==> config.mk <==
export PLATFORM = sky130hd
export DESIGN_NAME = spi_reg_master
export DESIGN_NICKNAME = d
export VERILOG_FILES = /design/src/rtl/spi_reg_pkg.sv /design/src/rtl/spi_sck_div.sv /design/src/rtl/spi_shift_eng.sv /design/src/rtl/spi_reg_master.sv
export SDC_FILE = /design/constraint.sdc
export NUM_CORES = 1
export LEC_CHECK = 0
export BUFFER_PORTS_ARGS = -buffer_cell sky130_fd_sc_hd__buf_2
export CAP_MARGIN = 20
export CORE_AREA = 3 3 82 84
export CTS_CLUSTER_DIAMETER = 30
export DETAILED_ROUTE_END_ITERATION = 10
export DIE_AREA = 0 0 85 87
export GPL_ROUTABILITY_DRIVEN = 0
export PLACE_DENSITY = 0.84
export SETUP_SLACK_MARGIN = 0.4
export SLEW_MARGIN = 20
export SYNTH_ARGS = -nofsm -noshare
export SYNTH_HDL_FRONTEND = slang
export SYNTH_SLANG_ARGS = --single-unit
==> constraint.sdc <==
create_clock -name clk_i -period 2.2 [get_ports clk_i]
set_clock_uncertainty 0.1 [all_clocks]
set_input_delay 0.33 -clock clk_i [delete_from_list [all_inputs] [get_ports clk_i]]
set_output_delay 0.33 -clock clk_i [all_outputs]
set_load 0.1 [all_outputs]
==> src/rtl/spi_reg_pkg.sv <==
package spi_reg_pkg;
  localparam int DATA_W = 32;
  localparam int ADDR_W = 5;
  localparam int BYTE_W = 8;
  localparam int N_W    = 5;

  // word index = addr[4:2]
  localparam logic [2:0] W_CTRL  = 3'd0;
  localparam logic [2:0] W_STAT  = 3'd1;
  localparam logic [2:0] W_SYS   = 3'd2;
  localparam logic [2:0] W_TX    = 3'd3;
  localparam logic [2:0] W_RX    = 3'd4;

  localparam int C_CPHA = 7;
  localparam int C_CPOL = 6;
  localparam int C_PRE  = 5;
  localparam int S_CS   = 6;
  localparam int S_B5   = 5;
  localparam int S_B0   = 0;
  localparam int ST_BSY = 0;
  localparam int ST_RXF = 2;
endpackage

==> src/rtl/spi_sck_div.sv <==
module spi_sck_div #(
  parameter int PRE_LO = 16,
  parameter int PRE_HI = 128,
  parameter int N_W    = 5
) (
  input  logic           clk_i,
  input  logic           rst_ni,
  input  logic           en_i,
  input  logic           pre_sel_i,
  input  logic [N_W-1:0] n_i,
  output logic           edge_o
);
  localparam int PC_W = $clog2(PRE_HI);

  logic [PC_W-1:0] pre_q, pre_last;
  logic [N_W-1:0]  half_q;
  logic            tick;

  assign pre_last = pre_sel_i ? PC_W'(PRE_HI - 1) : PC_W'(PRE_LO - 1);
  assign tick     = (pre_q == pre_last);
  assign edge_o   = en_i && tick && (half_q == n_i);

  always_ff @(posedge clk_i or negedge rst_ni) begin
    if (!rst_ni) begin
      pre_q  <= '0;
      half_q <= '0;
    end else if (!en_i) begin
      pre_q  <= '0;
      half_q <= '0;
    end else if (tick) begin
      pre_q  <= '0;
      half_q <= (half_q == n_i) ? '0 : half_q + 1'b1;
    end else begin
      pre_q <= pre_q + 1'b1;
    end
  end

  AST_EDGE_SPACED: assert property (@(posedge clk_i) disable iff (!rst_ni)
    edge_o |=> !edge_o);
endmodule

==> src/rtl/spi_shift_eng.sv <==
module spi_shift_eng #(
  parameter int W = 8
) (
  input  logic         clk_i,
  input  logic         rst_ni,
  input  logic         start_i,
  input  logic [W-1:0] tx_i,
  input  logic         cpha_i,
  input  logic         edge_i,
  input  logic         miso_i,
  output logic         busy_o,
  output logic         done_o,
  output logic         phase_o,
  output logic         mosi_o,
  output logic [W-1:0] rx_o
);
  localparam int EC_W = $clog2(2 * W);
  localparam logic [EC_W-1:0] LAST = EC_W'(2 * W - 1);

  logic            busy_q, done_q, phase_q, mosi_q;
  logic [EC_W-1:0] ecnt_q;
  logic [W-1:0]    tx_sh, rx_sh;
  logic            sample;

  // leading edge while phase is 0; CPHA picks which edge samples
  assign sample = (!phase_q) != cpha_i;

  always_ff @(posedge clk_i or negedge rst_ni) begin
    if (!rst_ni) begin
      busy_q  <= 1'b0;
      done_q  <= 1'b0;
      phase_q <= 1'b0;
      mosi_q  <= 1'b0;
      ecnt_q  <= '0;
      tx_sh   <= '0;
      rx_sh   <= '0;
    end else begin
      done_q <= busy_q && edge_i && (ecnt_q == LAST);
      if (start_i) begin
        busy_q  <= 1'b1;
        phase_q <= 1'b0;
        ecnt_q  <= '0;
        if (cpha_i) begin
          mosi_q <= 1'b0;
          tx_sh  <= tx_i;
        end else begin
          mosi_q <= tx_i[W-1];
          tx_sh  <= {tx_i[W-2:0], 1'b0};
        end
      end else if (busy_q && edge_i) begin
        phase_q <= ~phase_q;
        ecnt_q  <= ecnt_q + 1'b1;
        if (sample) begin
          rx_sh <= {rx_sh[W-2:0], miso_i};
        end else begin
          mosi_q <= tx_sh[W-1];
          tx_sh  <= {tx_sh[W-2:0], 1'b0};
        end
        if (ecnt_q == LAST) busy_q <= 1'b0;
      end
    end
  end

  assign busy_o  = busy_q;
  assign done_o  = done_q;
  assign phase_o = phase_q;
  assign mosi_o  = busy_q & mosi_q;
  assign rx_o    = rx_sh;

  AST_IDLE_PHASE: assert property (@(posedge clk_i) disable iff (!rst_ni)
    $fell(busy_q) |-> !phase_q);
  AST_DONE_AFTER: assert property (@(posedge clk_i) disable iff (!rst_ni)
    done_q |-> ($past(busy_q) && !busy_q));
  AST_NO_RESTART: assert property (@(posedge clk_i) disable iff (!rst_ni)
    start_i |-> !busy_q);
endmodule

==> src/rtl/spi_reg_master.sv <==
module spi_reg_master
  import spi_reg_pkg::*;
#(
  parameter int PRE_LO = 16,
  parameter int PRE_HI = 128
) (
  input  logic              clk_i,
  input  logic              rst_ni,
  input  logic [ADDR_W-1:0] addr_i,
  input  logic              we_i,
  input  logic              re_i,
  input  logic [DATA_W-1:0] wdata_i,
  output logic [DATA_W-1:0] rdata_o,
  output logic              sck_o,
  output logic              mosi_o,
  input  logic              miso_i,
  output logic              cs_o
);
  logic [BYTE_W-1:0] ctrl_q, rx_buf_q, rx_sh;
  logic              cs_q, sb5_q, sb0_q, rx_full_q;
  logic              busy, done, phase, sck_edge;
  logic              wr, rd, start;
  logic [2:0]        word;

  wire unused_hi = ^wdata_i[DATA_W-1:BYTE_W];

  assign word  = addr_i[4:2];
  assign wr    = we_i && (addr_i[1:0] == 2'b00);
  assign rd    = re_i && (addr_i[1:0] == 2'b00);
  assign start = wr && (word == W_TX) && !busy;

  always_ff @(posedge clk_i or negedge rst_ni) begin
    if (!rst_ni) begin
      ctrl_q    <= '0;
      cs_q      <= 1'b1;
      sb5_q     <= 1'b0;
      sb0_q     <= 1'b0;
      rx_full_q <= 1'b0;
      rx_buf_q  <= '0;
    end else begin
      if (wr && word == W_CTRL) ctrl_q <= wdata_i[BYTE_W-1:0];
      if (wr && word == W_SYS) begin
        cs_q  <= wdata_i[S_CS];
        sb5_q <= wdata_i[S_B5];
        sb0_q <= wdata_i[S_B0];
      end
      if (done) begin
        rx_full_q <= 1'b1;
        rx_buf_q  <= rx_sh;
      end else if ((rd && word == W_RX) ||
                   (wr && word == W_STAT && !wdata_i[ST_RXF])) begin
        rx_full_q <= 1'b0;
      end
    end
  end

  always_comb begin
    rdata_o = '0;
    if (rd) begin
      case (word)
        W_CTRL: rdata_o[BYTE_W-1:0] = ctrl_q;
        W_STAT: begin
          rdata_o[ST_BSY] = busy;
          rdata_o[ST_RXF] = rx_full_q;
        end
        W_SYS: begin
          rdata_o[S_CS] = cs_q;
          rdata_o[S_B5] = sb5_q;
          rdata_o[S_B0] = sb0_q;
        end
        W_RX:    rdata_o[BYTE_W-1:0] = rx_buf_q;
        default: rdata_o = '0;
      endcase
    end
  end

  spi_sck_div #(.PRE_LO(PRE_LO), .PRE_HI(PRE_HI), .N_W(N_W)) u_div (
    .clk_i    (clk_i),
    .rst_ni   (rst_ni),
    .en_i     (busy),
    .pre_sel_i(ctrl_q[C_PRE]),
    .n_i      (ctrl_q[N_W-1:0]),
    .edge_o   (sck_edge)
  );

  spi_shift_eng #(.W(BYTE_W)) u_eng (
    .clk_i  (clk_i),
    .rst_ni (rst_ni),
    .start_i(start),
    .tx_i   (wdata_i[BYTE_W-1:0]),
    .cpha_i (ctrl_q[C_CPHA]),
    .edge_i (sck_edge),
    .miso_i (miso_i),
    .busy_o (busy),
    .done_o (done),
    .phase_o(phase),
    .mosi_o (mosi_o),
    .rx_o   (rx_sh)
  );

  assign sck_o = ctrl_q[C_CPOL] ^ phase;
  assign cs_o  = cs_q;

  AST_RXF_SET: assert property (@(posedge clk_i) disable iff (!rst_ni)
    done |=> rx_full_q);
  AST_CS_HOLD: assert property (@(posedge clk_i) disable iff (!rst_ni)
    !(wr && word == W_SYS) |=> $stable(cs_o));
endmodule

Word-level counts from Yosys, hierarchy flattened
Cells that the tools add are included.
{"block": "totals", "register_bits": 56, "out_inout_bits": 35}
{"block": "op_classes", "n_addsub": 3, "n_eq_ne": 10, "n_mux": 30, "bitwise": 4, "reduce_logical": 25}
{"cell": "$mux 8", "count": 5}
{"cell": "$mux 7", "count": 3}
{"cell": "$mux 5", "count": 3}
{"cell": "$logic_and 1x1->1", "count": 13}
{"cell": "$mux 1", "count": 11}
{"cell": "$mux 4", "count": 2}
{"cell": "$add 7x1->7 const B", "count": 1}
{"cell": "$eq 7x7->1", "count": 1}
{"cell": "$eq 3x2->1 const B", "count": 2}
{"cell": "$pmux 2 s3", "count": 1}
{"cell": "$reduce_bool 2->1", "count": 3}
{"cell": "$add 5x1->5 const B", "count": 1}
{"cell": "$eq 5x5->1", "count": 1}
{"cell": "$add 4x1->4 const B", "count": 1}
{"cell": "$eq 4x4->1 const B", "count": 1}
{"cell": "$ne 2x2->1 const B", "count": 2}
{"cell": "$pmux 1 s2", "count": 2}
{"cell": "$pmux 1 s4", "count": 1}
{"cell": "$pmux 2 s2", "count": 1}
{"cell": "$reduce_and 2->1", "count": 2}
{"cell": "$eq 3x1->1 const B", "count": 1}
{"cell": "$eq 3x3->1 const B", "count": 1}
{"cell": "$logic_not 1->1", "count": 3}
{"cell": "$logic_not 3->1", "count": 1}
{"cell": "other kinds (8)", "count": 9}

Logic depth before layout (Yosys ltp)
{"block": "logic_depth", "depth_word": 7, "mapped_depth": 6, "ltp_nobuf": 5}

Hierarchy
From an unflattened synthesis, not the netlist that was laid out.
{"block": "hier_totals", "cells_unflattened": 283, "area_unflattened_um2": 3032.9}
{"module": "spi_reg_master", "instances": 1, "cells_per_inst": 106, "area_each_um2": 1197.4, "seq_area_each_um2": 501.7}
{"module": "spi_shift_eng", "instances": 1, "cells_per_inst": 110, "area_each_um2": 1163.6, "seq_area_each_um2": 600.6}
{"module": "spi_sck_div", "instances": 1, "cells_per_inst": 67, "area_each_um2": 671.9, "seq_area_each_um2": 300.3}

Worst setup path before layout
Ideal clock, no wire load.
{"block": "synth_timing", "path_kind": "flip-flop to output port", "startpoint": "reg cs_q (netlist: cs_o)", "endpoint": "out rdata_o[6]", "t_arrival_ns": 3.157, "required_time_ns": 1.770, "slack_ns": -1.387, "path_stages_with_launch": 5, "path_buffers": 0, "path_cell_list": "dfstp_2 > mux2i_1 > nor2_1 > a21oi_1 > nor3_1"}
{"block": "synth_between", "elab_chain_len": 2}
{"item": "start, declared", "line": "spi_reg_master.sv:20", "rtl": "logic cs_q, sb5_q, sb0_q, rx_full_q;"}
{"item": "start signal, assigned", "line": "spi_reg_master.sv:43", "rtl": "cs_q <= wdata_i[S_CS];"}
{"item": "$pmux 2 s3", "line": "spi_reg_master.sv:60", "rtl": "case (word)"}
{"item": "$mux 8", "line": "spi_reg_master.sv:59", "rtl": "if (rd) begin"}
{"item": "end, declared", "line": "spi_reg_master.sv:13", "rtl": "output logic [DATA_W-1:0] rdata_o,"}
No other way between the ends.

Final worst setup path
Ends and elaborated chain as after synthesis.

==> impl_metrics.py <==
metrics = {
    "clocking": {
        "clockBufferDepth": 2,
        "clk_latency_ps": 320,
        "clock_sinks": 56,
        "cts_buffers": 5,
        "cts.htree.levels": 2,
        "root_buffer": "clkbuf_8",
        "cts.clk_slew.worst_paths_ps": 110,
        "cts_tree": "built",
    },
    "sta": {
        "fmax_ghz": 0.490,
        "rsz0062_at_grt": "yes",
        "finalCritPeriodShare_pct": 92.8,
        "post-route-min-period_ps": 2040,
        "setup_viol": 0,
        "finalHoldViolations": 0,
        "drv_slew": 0,
        "slew_headroom_pct": 59.9,
        "tightest_slew_ps": 602,
    },
    "critical_path": {
        "crit_path_end_kind": "primary output",
        "setup.worst_path.start": "cs_o$_DFFE_PN1P_",
        "r2r_slack_ps": 220,
        "rr_startpoint": "ctrl_q[0]$_DFFE_PN0P_",
        "slowest_stage": "dfstp_4",
        "startpoint_type": "flop",
        "worstPathRequired_ps": 1770,
        "cp.arrival_ps": 1610,
        "path_delay_family": "flip-flops",
        "cp.depth": 5,
        "crit_chain": "mux2i_1 > nor2_1 > a21oi_1 > nor3_4 > buf_12",
        "path_class": "flop to primary output",
        "crit_path_max_fanout": 3,
        "critPathBufInv": 1,
        "r2r_end": "u_eng.tx_sh[6]$_DFFE_PN0P_",
        "reg2regPathDepth": 6,
        "slowest_delay_ps": 630,
        "crit_end": "rdata_o[6]",
    },
    "power": {
        "switchingPower_uw": 1740,
        "pwr-share-seq_pct": 37.6,
        "total_power_uw": 3900,
        "power.share.switching_pct": 44.7,
        "internal_power_uw": 2160,
        "leakage_uw": 0.00192,
        "vdd_drop_max_mv": 0.806,
        "power_density_nw_per_um2": 906,
        "clockPowerShare_pct": 15.5,
        "combPwrFrac_pct": 46.9,
    },
    "global_routing": {
        "grt_max_degree": 32,
        "grt_pass1_wl_um": 12700,
        "track_usage_pct": 21.7,
        "antenna_found_initial": 0,
        "gr-total-overflow": 0,
        "grt_pass1_vias": 2560,
    },
    "final_layout": {
        "diodes": 0,
        "nets": 406,
        "final-instance-count-excl-fill": 437,
        "layout_commonest_cell": "dfrtp_1",
        "layout-drive-gt1-share_pct": 44.8,
        "syn2layout_area_growth_pct": 31.1,
        "post-route-util_pct": 71.8,
        "mostFrequentLayoutCells": "dfrtp_1, buf_4, conb_1",
    },
    "floorplanning": {
        "core_um2": 5990,
        "die_h_um": 87,
        "dieArea_um2": 7400,
        "core.rowCount": 28,
        "die_w_um": 85,
        "initial_utilization_pct": 54.8,
        "ioPinCount": 77,
    },
    "detailed_routing": {
        "via_per_inst": 6.31,
        "dr.pass1.iters": 5,
        "avgRoutedWirePerCell_um": 20.6,
        "vias": 2758,
        "drt-initial-drc-count": 408,
        "drc": 0,
        "postRouteAntennaNets": 0,
        "routed_wl_um": 8990,
    },
    "synthesis": {
        "yosys_warnings": 0,
        "ys_types": 56,
        "synth_edf_count": 0,
        "synth_top_area_share_pct": 41.9,
        "synth-main-ff-cell": "dfrtp_1",
        "ys_seq_area_share_pct": 42.7,
        "ys_seq_elements": 56,
        "synthCells": 303,
        "syn_area_um2": 3280,
        "synth_area_leaders": "dfrtp_1, mux2_2, buf_4",
        "synth_top_area_cell": "dfrtp_1",
        "syn_area_per_cell_um2": 10.8,
        "synthArstFlopShare_pct": 100,
    },
    "run_status": {
        "outcome": "complete, no violations",
    },
    "job": {
        "cap_viol_max_count": 0,
    },
    "placed_design": {
        "dp_hpwl_um": 5250,
        "dp_cells": 398,
        "io_buffers": 28,
    },
    "hold_path": {
        "hp-class": "input port to flop",
    },
}
-- logic make-up after synthesis --
| logic type | after synthesis | synth area share (%) |
|---|---|---|
| AND/OR/NAND/NOR | 96 | 17.6 |
| flip-flops | 56 | 42.7 |
| AO/OA/AOI/OAI | 48 | 11.4 |
| buffers and inverters | 44 | 8.81 |
| multiplexers | 41 | 13.8 |
| XOR/XNOR | 14 | 4.42 |
| adder cells (fa/ha/maj) | 3 | 1.14 |
| other | 1 | 0.114 |
-- cell type report --
class	instances	area [um^2]
Timing Repair Buffer	65	619
Fill cell	385	1690
Multi-Input combinational cell	228	2060
Tap cell	75	93.8
Sequential cell	56	1420
Inverter	5	22.5
Clock buffer	5	68.8
Clock inverter	3	26.3
-- registers in the layout (all words and copies together), names as in the netlist, 4 cells and up --
name	cells
ctrl_q	8
rx_buf_q	8
u_eng.rx_o	8
u_eng.tx_sh	8
u_div.pre_q	7
u_div.half_q	5
u_eng.ecnt_q	4
-- metal layers --
metal  up-vias  track usage (%)  part of all wire [%]
li1       1182                -                     -
met1      1356             28.6                    37
met2       175             36.2                    51
met3        45             3.88                   7.9
met4         0             7.34                   4.4
met5         -                0                     0
-- synth_stat cells, types with 2 or more instances --
library cell	n
nand2b_1	4
a22o_1	2
a31oi_1	8
buf_4	25
a21o_1	3
and4_1	3
xnor2_2	3
buf_6	3
nand4_1	8
buf_2	5
xor2_1	4
nand4_2	2
o41ai_1	7
clkbuf_1	4
nor2_1	17
mux2i_1	15
nor3_1	11
and2_1	7
ha_1	3
o21ai_0	5
xnor2_1	7
nand3_1	10
o211ai_1	2
a21oi_1	4
dfrtp_1	55
nand2_1	20
inv_1	5
nor4_4	2
a211oi_1	7
mux2_2	23
mux2_4	3
and3_1	2
-- power by group through the flow --
| stage | sequential [uW] | clock [uW] | combinational [uW] |
|---|---|---|---|
| 2_1_floorplan | 1370 | 0 | 1090 |
| 3_3_place_gp | 1410 | 0 | 1210 |
| 3_5_place_dp | 1420 | 0 | 1240 |
| 5_1_grt | 1490 | 647 | 1920 |
| 6_report | 1470 | 603 | 1830 |
| 4_1_cts | 1430 | 607 | 1410 |
-- through the flow --
step	hold slack, ps	setup slack [ps]	area (um^2)	setup TNS [ps]
final	135	158	4300	0
after global routing	129	90.5	4300	0
after CTS	131	181	3970	0
after detailed placement	264	242	3630	0
after global placement	262	267	3630	0
after floorplan	-65.6	-86.2	3480	-86.2
-- worst min path at each step --
| stage | startpoint | cells past startpoint | endpoint |
|---|---|---|---|
| 2_1_floorplan | rst_ni | 0 | ctrl_q[0]$_DFFE_PN0P_ |
| 3_3_place_gp | rst_ni | 1 | u_div.half_q[1]$_DFFE_PN0P_ |
| 3_5_place_dp | rst_ni | 1 | u_div.half_q[0]$_DFFE_PN0P_ |
| 4_1_cts | miso_i | 2 | u_eng.rx_o[0]$_DFFE_PN0P_ |
| 5_1_grt | miso_i | 2 | u_eng.rx_o[0]$_DFFE_PN0P_ |
| 6_report | miso_i | 2 | u_eng.rx_o[0]$_DFFE_PN0P_ |
-- what timing repair did --
item,in CTS,in global routing
hold endpoints to repair,25,0
hold buffers,1,0
endpoints found under the setup margin,32,39
cloned,0,2
buffers inserted,10,18
pin swaps,10,32
gates resized for setup,24,36
Note: power is estimated with default switching activity, not from simulation.
